--- config.mk ---
export PLATFORM = sky130hd
export DESIGN_NAME = peak_chopper
export DESIGN_NICKNAME = d
export VERILOG_FILES = /design/src/rtl/peak_chopper_pkg.sv /design/src/rtl/pwm_timebase.sv /design/src/rtl/trip_gate.sv /design/src/rtl/chop_latch.sv /design/src/rtl/peak_chopper.sv
export SDC_FILE = /design/constraint.sdc
export NUM_CORES = 1
export LEC_CHECK = 0
export BUFFER_PORTS_ARGS = -buffer_cell sky130_fd_sc_hd__buf_2
export CAP_MARGIN = 20
export CORE_AREA = 3 3 40 42
export DETAILED_ROUTE_END_ITERATION = 10
export DIE_AREA = 0 0 43 45
export GPL_TIMING_DRIVEN = 0
export PLACE_DENSITY = 0.57
export SETUP_SLACK_MARGIN = 0.02
export SLEW_MARGIN = 15
export SYNTH_ARGS = -nofsm -noshare
export SYNTH_HDL_FRONTEND = slang
export SYNTH_SLANG_ARGS = --single-unit
--- constraint.sdc ---
create_clock -name clk -period 1.44 [get_ports clk]
set_clock_uncertainty 0.1 [all_clocks]
set_input_delay 0.216 -clock clk [delete_from_list [all_inputs] [get_ports clk]]
set_output_delay 0.216 -clock clk [all_outputs]
set_load 0.02 [all_outputs]
--- src/rtl/peak_chopper_pkg.sv ---
package peak_chopper_pkg;

    // Leg pattern requested by the bridge decoder.
    typedef enum logic [2:0] {
        CMD_HIZ       = 3'd0,
        CMD_LS_BRAKE  = 3'd1,
        CMD_REV       = 3'd2,
        CMD_FWD       = 3'd3,
        CMD_HS_RECIRC = 3'd4
    } drive_cmd_e;

    // Only the two energizing patterns are subject to chopping.
    function automatic logic is_driving(input logic [2:0] cmd);
        return (cmd == CMD_FWD) || (cmd == CMD_REV);
    endfunction

endpackage

--- src/rtl/pwm_timebase.sv ---
module pwm_timebase #(
    parameter int PERIOD_CYC = 184,
    parameter int BLANK_CYC  = 14
) (
    input  logic clk,
    input  logic rst_n,
    output logic blank_o,
    output logic last_o
);
    localparam int CNT_W = (PERIOD_CYC > 1) ? $clog2(PERIOD_CYC) : 1;
    localparam logic [CNT_W-1:0] LAST_CNT  = CNT_W'(PERIOD_CYC - 1);
    localparam logic [CNT_W-1:0] BLANK_END = CNT_W'(BLANK_CYC);

    typedef struct packed {
        logic [CNT_W-1:0] cnt;
    } tb_state_t;

    tb_state_t st_d, st_q;

    always_comb begin
        st_d = st_q;
        if (st_q.cnt == LAST_CNT) begin
            st_d.cnt = '0;
        end else begin
            st_d.cnt = st_q.cnt + 1'b1;
        end
    end

    always_ff @(posedge clk) begin
        if (!rst_n) begin
            st_q <= '0;
        end else begin
            st_q <= st_d;
        end
    end

    assign last_o = (st_q.cnt == LAST_CNT);

    generate
        if (BLANK_CYC == 0) begin : g_no_blank
            assign blank_o = 1'b0;
        end else begin : g_blank
            assign blank_o = (st_q.cnt < BLANK_END);
        end
    endgenerate

endmodule

--- src/rtl/trip_gate.sv ---
module trip_gate
    import peak_chopper_pkg::*;
(
    input  logic [2:0] drive_cmd_i,
    input  logic       trip_i,
    input  logic       blank_i,
    output logic       driving_o,
    output logic       accept_o
);
    always_comb begin
        driving_o = is_driving(drive_cmd_i);
        // A masked or idle-state trip is dropped here and never reaches state.
        accept_o  = driving_o && trip_i && !blank_i;
    end
endmodule

--- src/rtl/chop_latch.sv ---
module chop_latch (
    input  logic clk,
    input  logic rst_n,
    input  logic accept_i,
    input  logic driving_i,
    input  logic last_i,
    output logic chop_o,
    output logic stat_o
);
    typedef struct packed {
        logic chop;
        logic hit;
        logic stat;
    } cl_state_t;

    cl_state_t st_d, st_q;

    always_comb begin
        st_d = st_q;
        if (last_i) begin
            st_d.chop = 1'b0;
            st_d.hit  = 1'b0;
            st_d.stat = st_q.hit | accept_i;
        end else begin
            st_d.hit  = st_q.hit | accept_i;
            st_d.chop = driving_i & (st_q.chop | accept_i);
        end
    end

    always_ff @(posedge clk) begin
        if (!rst_n) begin
            st_q <= '0;
        end else begin
            st_q <= st_d;
        end
    end

    assign chop_o = st_q.chop;
    assign stat_o = st_q.stat;

endmodule

--- src/rtl/peak_chopper.sv ---
module peak_chopper #(
    parameter int PERIOD_CYC = 184,
    parameter int BLANK_CYC  = 14
) (
    input  logic       clk,
    input  logic       rst_n,
    input  logic [2:0] drive_cmd_i,
    input  logic       trip_i,
    output logic       chop_o,
    output logic       trip_stat_o
);
    logic blank, last, driving, accept;

    pwm_timebase #(
        .PERIOD_CYC(PERIOD_CYC),
        .BLANK_CYC (BLANK_CYC)
    ) i_timebase (
        .clk    (clk),
        .rst_n  (rst_n),
        .blank_o(blank),
        .last_o (last)
    );

    trip_gate i_gate (
        .drive_cmd_i(drive_cmd_i),
        .trip_i     (trip_i),
        .blank_i    (blank),
        .driving_o  (driving),
        .accept_o   (accept)
    );

    chop_latch i_latch (
        .clk      (clk),
        .rst_n    (rst_n),
        .accept_i (accept),
        .driving_i(driving),
        .last_i   (last),
        .chop_o   (chop_o),
        .stat_o   (trip_stat_o)
    );

endmodule

# After elaboration in Yosys (flattened, before gate mapping)
# Cells that the tools add are included.
[word_totals] input_bits=6 register_bits=11
[op_classes] reduce_logical=5 magnitude_cmp=1 bitwise_logic=4 add_sub_neg=1 eq_ne=3
[op_table] op="adder 8 x 1 -> 8 bit, second input constant" count=1
[op_table] op="equality test 8 bit, second input constant" count=1
[op_table] op="< comparator 8 x 4 -> 1 bit, second input constant" count=1
[op_table] op="equality test 3 x 2 -> 1 bit, second input constant" count=2
[op_table] op="logical AND 1 bit" count=2
[op_table] op="OR 1 bit" count=2
[op_table] op="OR reduction 2 bit" count=1
[op_table] op="AND 1 bit" count=1
[op_table] op="zero test 1 bit" count=1
[op_table] op="logical OR 1 bit" count=1
[op_table] op="NOT 1 bit" count=1

# Depth between registers and ports, before layout
# Gate-level depths: netlist of run 1.
[depth] depth_word=6 mapped_depth=4 mapped_depth_nobuf=4

# Modules after synthesis
# A second synthesis of run 1 with hierarchy kept.
[unflattened] hier_cells=58 hier_area_um2=546.8
[modules_own_cells] module="pwm_timebase" n_inst=1 area_per_inst_um2=427.9 cells_each=47 seq_area_each_um2=160.2
[modules_own_cells] module="chop_latch" n_inst=1 area_per_inst_um2=97.6 cells_each=9 seq_area_each_um2=60.1
[modules_own_cells] module="trip_gate" n_inst=1 area_per_inst_um2=21.3 cells_each=2 seq_area_each_um2=0.0

# Worst setup path after synthesis of run 1
# Ideal clock, no wire load.
[synth_path] path_kind="register to register" startpoint="register i_timebase.st_q[0] in the netlist's numbering" endpoint="register i_latch.st_q (netlist bit i_latch.stat_o)" path_stages_with_launch=5 slack_ns=0.047 synth_period_minus_slack_ns=1.393 path_buffers=0 t_arrival_ns=1.207 setup_time_ns=0.086 path_cell_list="dfxtp_1 > ha_1 > nand4_1 > or2_1 > a221oi_2"
[synth_via] elab_chain_len=4
[synth_rtl] item="start: declaration" line="pwm_timebase.sv:18" source="tb_state_t st_d, st_q;"
[synth_rtl] item="start signal: assignment" line="pwm_timebase.sv:33" source="st_q <= st_d;"
[synth_rtl] item="< comparator 8 x 4 -> 1 bit" line="pwm_timebase.sv:43" source="assign blank_o = (st_q.cnt < BLANK_END);"
[synth_rtl] item="zero test 1 bit" line="trip_gate.sv:13" source="accept_o = driving_o && trip_i && !blank_i;"
[synth_rtl] item="logical AND 1 bit" line="trip_gate.sv:13"
[synth_rtl] item="OR 1 bit" line="chop_latch.sv:23" source="st_d.stat = st_q.hit | accept_i;"
[synth_rtl] item="end signal: assignment" line="chop_latch.sv:34" source="st_q <= st_d;"
[synth_rtl] item="end: declaration" line="chop_latch.sv:16" source="cl_state_t st_d, st_q;"
# Parallel ways exist; a longest one is shown, timed or not.
# A chain may end at the register's enable or synchronous reset.

# Final worst setup path of run 1
[layout_path] startpoint="register i_timebase.st_q[7] in the netlist's numbering" endpoint="register i_latch.st_q (netlist bit i_latch.stat_o)"
# Same word-level chain as after synthesis.

==> results of run 1 <==
==> worst max-delay path, cell delays in order (launching register included) <==
cell and delay, ns:
dfxtp_2 0.35, or3b_4 0.41, or2_4 0.27, a221oi_2 0.22
==> synthesized netlist by cell type (all sizes together) <==
master   instances  share of area, %
inv              8               6.3
or3b             1               2.3
ha               1               2.6
o2111ai          1               3.1
nor2             4               3.1
nand3            3               3.1
o21ai            5               5.2
a21oi            4               4.2
and3             2               3.1
or3              3               3.9
nand4            2               2.6
or2              1               1.3
dfxtp           11                46
nor3             1               1.0
xnor2            3               5.5
a221oi           1               3.1
or4              1               1.6
a2111oi          1               1.8
==> where the power goes <==
part	switching [mW]	internal [mW]	total [mW]
logic	0.0231	0.0266	0.0497
registers	0.00800	0.312	0.320
clock network	0.108	0.108	0.216
total	0.139	0.446	0.585
==> layout make-up <==
class	count	area, um2	share of cell area [%]
clock buffers	4	26.3	3.99
multi-input cells	34	284	43.2
repair buffers	11	67.6	10.3
well taps	15	18.8	2.85
flip-flops and latches	11	231	35.2
inverters	8	30.0	4.56
==> cell families (layout without fill, tap and decap cells) <==
group	Yosys count	after routing	share of synthesized area [%]
simple gates	18	18	22.2
compound gates	12	12	17.5
flops	11	11	46.0
buf+inv	8	23	6.27
xor+xnor	3	3	5.48
fa+ha+maj	1	1	2.61
==> cells in the final DEF (no fill, tap or decap), types with 2 or more instances in the layout <==
| cell | n |
|---|---|
| buf_4 | 5 |
| nor2_1 | 4 |
| nand3_1 | 3 |
| buf_2 | 6 |
| xnor2_1 | 3 |
| a21oi_1 | 3 |
| dfxtp_2 | 6 |
| clkbuf_4 | 3 |
| or3_1 | 3 |
| dfxtp_1 | 4 |
| o21ai_0 | 3 |
| inv_1 | 8 |
| nand4_1 | 2 |
==> layer usage <==
layer	global-route usage [%]	vias to the layer above
met2	20.1	8
met1	11.7	204
met4	14.5	0
met3	3.59	5
met5	0	-
li1	-	217
==> worst paths after layout <==
check                           depth (start not counted)  slack [ns]        endpoint
worst max register to register                          3        0.01  i_latch.stat_o
worst max-delay path                                    3        0.01  i_latch.stat_o
worst min-delay path                                    2        0.03  i_latch.chop_o
worst min register to register                          2        0.37  i_latch.chop_o
==> through the flow <==
stage	setup TNS (ns)	instances	power [mW]
after floorplan	0	53	0.339
after global placement	-1.58	74	0.352
after detailed placement	-1.58	74	0.352
after CTS	0	82	0.588
after global routing	-0.0467	83	0.614
final	0	83	0.585
==> state kept, by name, summed over array words and instances, names as in the netlist <==
name,cells
i_latch.chop_o,1
i_latch.st_q,1
i_latch.stat_o,1
i_timebase.st_q,8
==> repair_timing <==
item | 4_1_cts | 5_1_grt
resized for setup | 12 | 8
pin swaps | 6 | 4
buffers inserted | 4 | 1
endpoints found under the setup margin | 10 | 6
hold endpoints to repair | 0 | 0
==> flow_metrics.py, run 1 <==
metrics = {
    "run_status": {
        "status": "finished clean",
    },
    "sta": {
        "setup_slack_ns": 0.0127,
        "slew_violations": 0,
        "worstMarginPinSlew_ns": 0.271,
        "setup_viol": 0,
        "rsz0062_at_grt": "yes",
        "relSlewSlack_pct": 81.9,
        "fmax_mhz": 701,
        "post-route-period-util_pct": 99.1,
        "period_needed_ns": 1.43,
        "timing.hold.ws_ns": 0.0263,
        "hold_viol": 0,
    },
    "global_route": {
        "antenna_found_initial": 0,
        "grt.overflow.total": 0,
        "grt_pass1_wl_um": 1610,
        "grt_usage_pct": 12.4,
        "grt_max_degree": 8,
        "grt_pass1_vias": 387,
    },
    "drt": {
        "routed_wl_um": 962,
        "drt-pass1-iter-count": 4,
        "route.met3.wl_um": 37,
        "vias": 434,
        "wl_met1_um": 401,
        "wl_per_cell_um": 11.6,
        "wl_met2_um": 473,
        "vias_per_cell": 5.23,
        "drtIter0Drc": 4,
        "top_layer": "met4",
        "ant_nets": 0,
        "route.detailed.drc": 0,
    },
    "floorplan": {
        "top_level_ports": 8,
        "die-width_um": 43,
        "dieHeight_um": 45,
        "die_area_um2": 1940,
        "coreArea_um2": 1280,
        "initial_core_util_pct": 37.3,
        "rows": 13,
    },
    "placement": {
        "placed_area_um2": 528,
        "place_ws_ns": -0.279,
        "place_congestion": 0.734,
        "io_buffers": 6,
        "dp_hpwl_um": 649,
    },
    "setup_path": {
        "r2r-start": "i_timebase.st_q[7]",
        "worstPathMaxFanout": 4,
        "cp-end-kind": "register",
        "arrival_ns": 1.52,
        "required_ns": 1.53,
        "critical_path_class": "reg -> reg",
        "cp-start-kind": "register",
        "critPathLaunch": "i_timebase.st_q[7]",
    },
    "job": {
        "drv_cap": 0,
    },
    "clocking": {
        "clock_sinks": 11,
        "cts_tree": "yes",
        "cts.clk_slew.worst_paths_ns": 0.07,
        "clk_latency_ns": 0.28,
        "htree_levels": 1,
        "ctsHoldBuffers": 0,
        "cts_buffers": 3,
        "cts-root-buf": "clkbuf_4",
        "cts_max_path_buffers": 2,
    },
    "final_layout": {
        "areaGrowthSynthToFinish_pct": 37.3,
        "diodes": 0,
        "design_area_um2": 658,
        "nets": 76,
        "drive_above_1_share_pct": 47.1,
        "fin_util_pct": 51.2,
        "fill_cells": 133,
    },
    "logic_synthesis": {
        "synthDistinctLibCells": 19,
        "synth_nets": 60,
        "netlist_area_um2": 479,
        "synthCells": 53,
        "ys_ff_latch": 11,
        "ys_seq_area_share_pct": 46.0,
        "yosys_warnings": 0,
        "synth_area_per_cell_um2": 9.04,
    },
    "power_and_ir_drop": {
        "power_density_nw_per_um2": 889,
        "peakVddDrop_mv": 0.576,
        "total_leakage_power_nw": 0.238,
    },
    "min_path": {
        "hold_start": "drive_cmd_i[2]",
        "min_path_type": "in -> reg",
    },
}
(Power assumes the default switching activity.)
==> run 2, diff against run 1 <==
CORE_AREA = 8 8 45 47   (was 3 3 40 42)
DIE_AREA = 0 0 53 55   (was 0 0 43 45)
HOLD_SLACK_MARGIN = 0.15   (was not set)
==> run 2 against run 1 <==
Against the previous run:
- die area is 51% higher
- sequential power barely moved
- sequential share of layout area down 1.8 points
- highest routed layer unchanged
==> flow_metrics.py, run 2 (synthesized netlist as in run 1, its figures left out) <==
metrics = {
    "global_route": {
        "grt_usage_pct": 8.72,
        "grt_pass1_vias": 477,
        "grt.overflow.total": 0,
        "grt_max_degree": 8,
        "grt_pass1_wl_um": 1860,
        "antenna_found_initial": 0,
    },
    "drt": {
        "drtIter0Drc": 10,
        "routed_wl_um": 1080,
        "route.detailed.drc": 0,
        "vias": 440,
        "wl_per_cell_um": 12.2,
        "ant_nets": 0,
        "drt-pass1-iter-count": 3,
        "vias_per_cell": 5.00,
    },
    "setup_path": {
        "crit_path_top_delay_cell": "o21ai_2",
        "worstPathMaxFanout": 7,
        "arrival_ns": 1.46,
        "cp-start-kind": "register",
        "cp_num_buf_inv": 0,
        "cp_slowest_stage_delay_ns": 0.40,
        "path_cells": "ha_4 > nand4_1 > o21ai_2 > nor2_1",
        "required_ns": 1.48,
        "critPathTopFamily": "compound AO/OA/AOI/OAI gates",
        "cp-end-kind": "register",
        "critical_path_class": "reg -> reg",
    },
    "clocking": {
        "cts_buffers": 3,
        "clk_latency_ns": 0.27,
        "cts_max_path_buffers": 2,
        "cts_tree": "yes",
        "cts.clk_slew.worst_paths_ns": 0.07,
        "htree_levels": 1,
        "cts-root-buf": "clkbuf_4",
        "clock_sinks": 11,
    },
    "final_layout": {
        "diodes": 0,
        "largest_reg_flops": 8,
        "layout_commonest_cell": "inv_1",
        "most-common-layout-cells": "inv_1, dfxtp_1, buf_2",
        "fin_cells": 88,
        "top_register": "i_timebase.st_q",
        "design_area_um2": 682,
        "multi_input_area_um2": 270,
        "areaGrowthSynthToFinish_pct": 42.3,
        "nets": 80,
        "drive_above_1_share_pct": 41.7,
        "fin_util_pct": 49.3,
        "fill_cells": 135,
        "regArea_um2": 228,
    },
    "sta": {
        "slew_violations": 0,
        "fmax_mhz": 704,
        "hold_viol": 0,
        "period_needed_ns": 1.42,
        "post-route-period-util_pct": 98.6,
        "worstMarginPinSlew_ns": 0.365,
        "setup_viol": 0,
        "final.setup.tns_ns": 0,
        "rsz0062_at_grt": "yes",
        "relSlewSlack_pct": 75.6,
    },
    "floorplan": {
        "dieHeight_um": 55,
        "die-width_um": 53,
        "rows": 14,
        "coreArea_um2": 1380,
        "top_level_ports": 8,
        "initial_core_util_pct": 34.6,
        "die_area_um2": 2920,
    },
    "placement": {
        "io_buffers": 6,
        "dp_hpwl_um": 710,
        "placed_area_um2": 529,
        "dp.cells": 75,
        "place_congestion": 0.681,
    },
    "power_and_ir_drop": {
        "total_power_mw": 0.580,
        "power_density_nw_per_um2": 851,
        "total_leakage_power_nw": 0.250,
        "peakVddDrop_mv": 0.569,
    },
    "job": {
        "drv_cap": 0,
    },
    "min_path": {
        "min_path_type": "reg -> reg",
    },
    "run_status": {
        "status": "finished clean",
    },
}
run 2: cell types whose count changed in the layout (fill, tap and decap cells not counted):
| cell | before | now |
|---|---|---|
| dlygate4sd3_1 | 0 | 4 |
| dfxtp_1 | 4 | 7 |
| dfxtp_2 | 6 | 3 |
| nor3_1 | 1 | 0 |
| nor3_2 | 0 | 1 |
| o2111ai_2 | 0 | 1 |
| o2111ai_4 | 1 | 0 |
| o21ai_2 | 0 | 1 |
| o21ai_4 | 1 | 0 |
run 2: cell type report:
cell class | instances | area share (%)
Multi-Input combinational cell | 34 | 39.6
Tap cell | 16 | 2.94
Clock buffer | 4 | 3.85
Inverter | 8 | 4.40
Sequential cell | 11 | 33.4
Timing Repair Buffer | 15 | 15.8
run 2: report_power, final:
part / internal (mW) / total, mW / switching [mW]
registers: 0.312 / 0.320 / 0.00807
logic: 0.0304 / 0.0518 / 0.0214
clock network: 0.107 / 0.209 / 0.102
run 2: metrics by stage:
stage | setup WS (ns) | hold WS, ns
final | 0.0205 | 0.365
after CTS | 0.0141 | 0.368
after floorplan | 0.0466 | 0.204
after detailed placement | -0.288 | 0.312
after global routing | -0.0501 | 0.394
after global placement | -0.278 | 0.307
run 2: worst reg2reg max path, cell delays in order (launching register included):
cell and delay (ns):
dfxtp_4 0.36, ha_4 0.14, nand4_1 0.20, o21ai_2 0.41, nor2_1 0.09
run 2: repair_timing:
action,CTS,global route
resized for setup,10,6
hold endpoints to repair,4,0
pin swaps,4,1
hold buffers,4,0
endpoints found under the setup margin,10,10
gates cloned,0,0
setup buffers,5,0
run 2: final timing paths:
| path | endpoint | slack (ns) | cells after the start | startpoint |
|---|---|---|---|---|
| max | i_timebase.st_q[3] | 0.02 | 4 | i_timebase.st_q[0] |
| min | i_latch.st_q[1] | 0.36 | 2 | i_latch.st_q[1] |
| max reg2reg | i_timebase.st_q[3] | 0.02 | 4 | i_timebase.st_q[0] |
| min reg2reg | i_latch.st_q[1] | 0.36 | 2 | i_latch.st_q[1] |
run 2: routing by layer:
metal  share of wire [%]  global-route usage (%)
met4                 1.1                    6.47
met5                   0                       0
met2                  54                    16.0
met1                  43                    8.59
met3                 2.5                    1.60
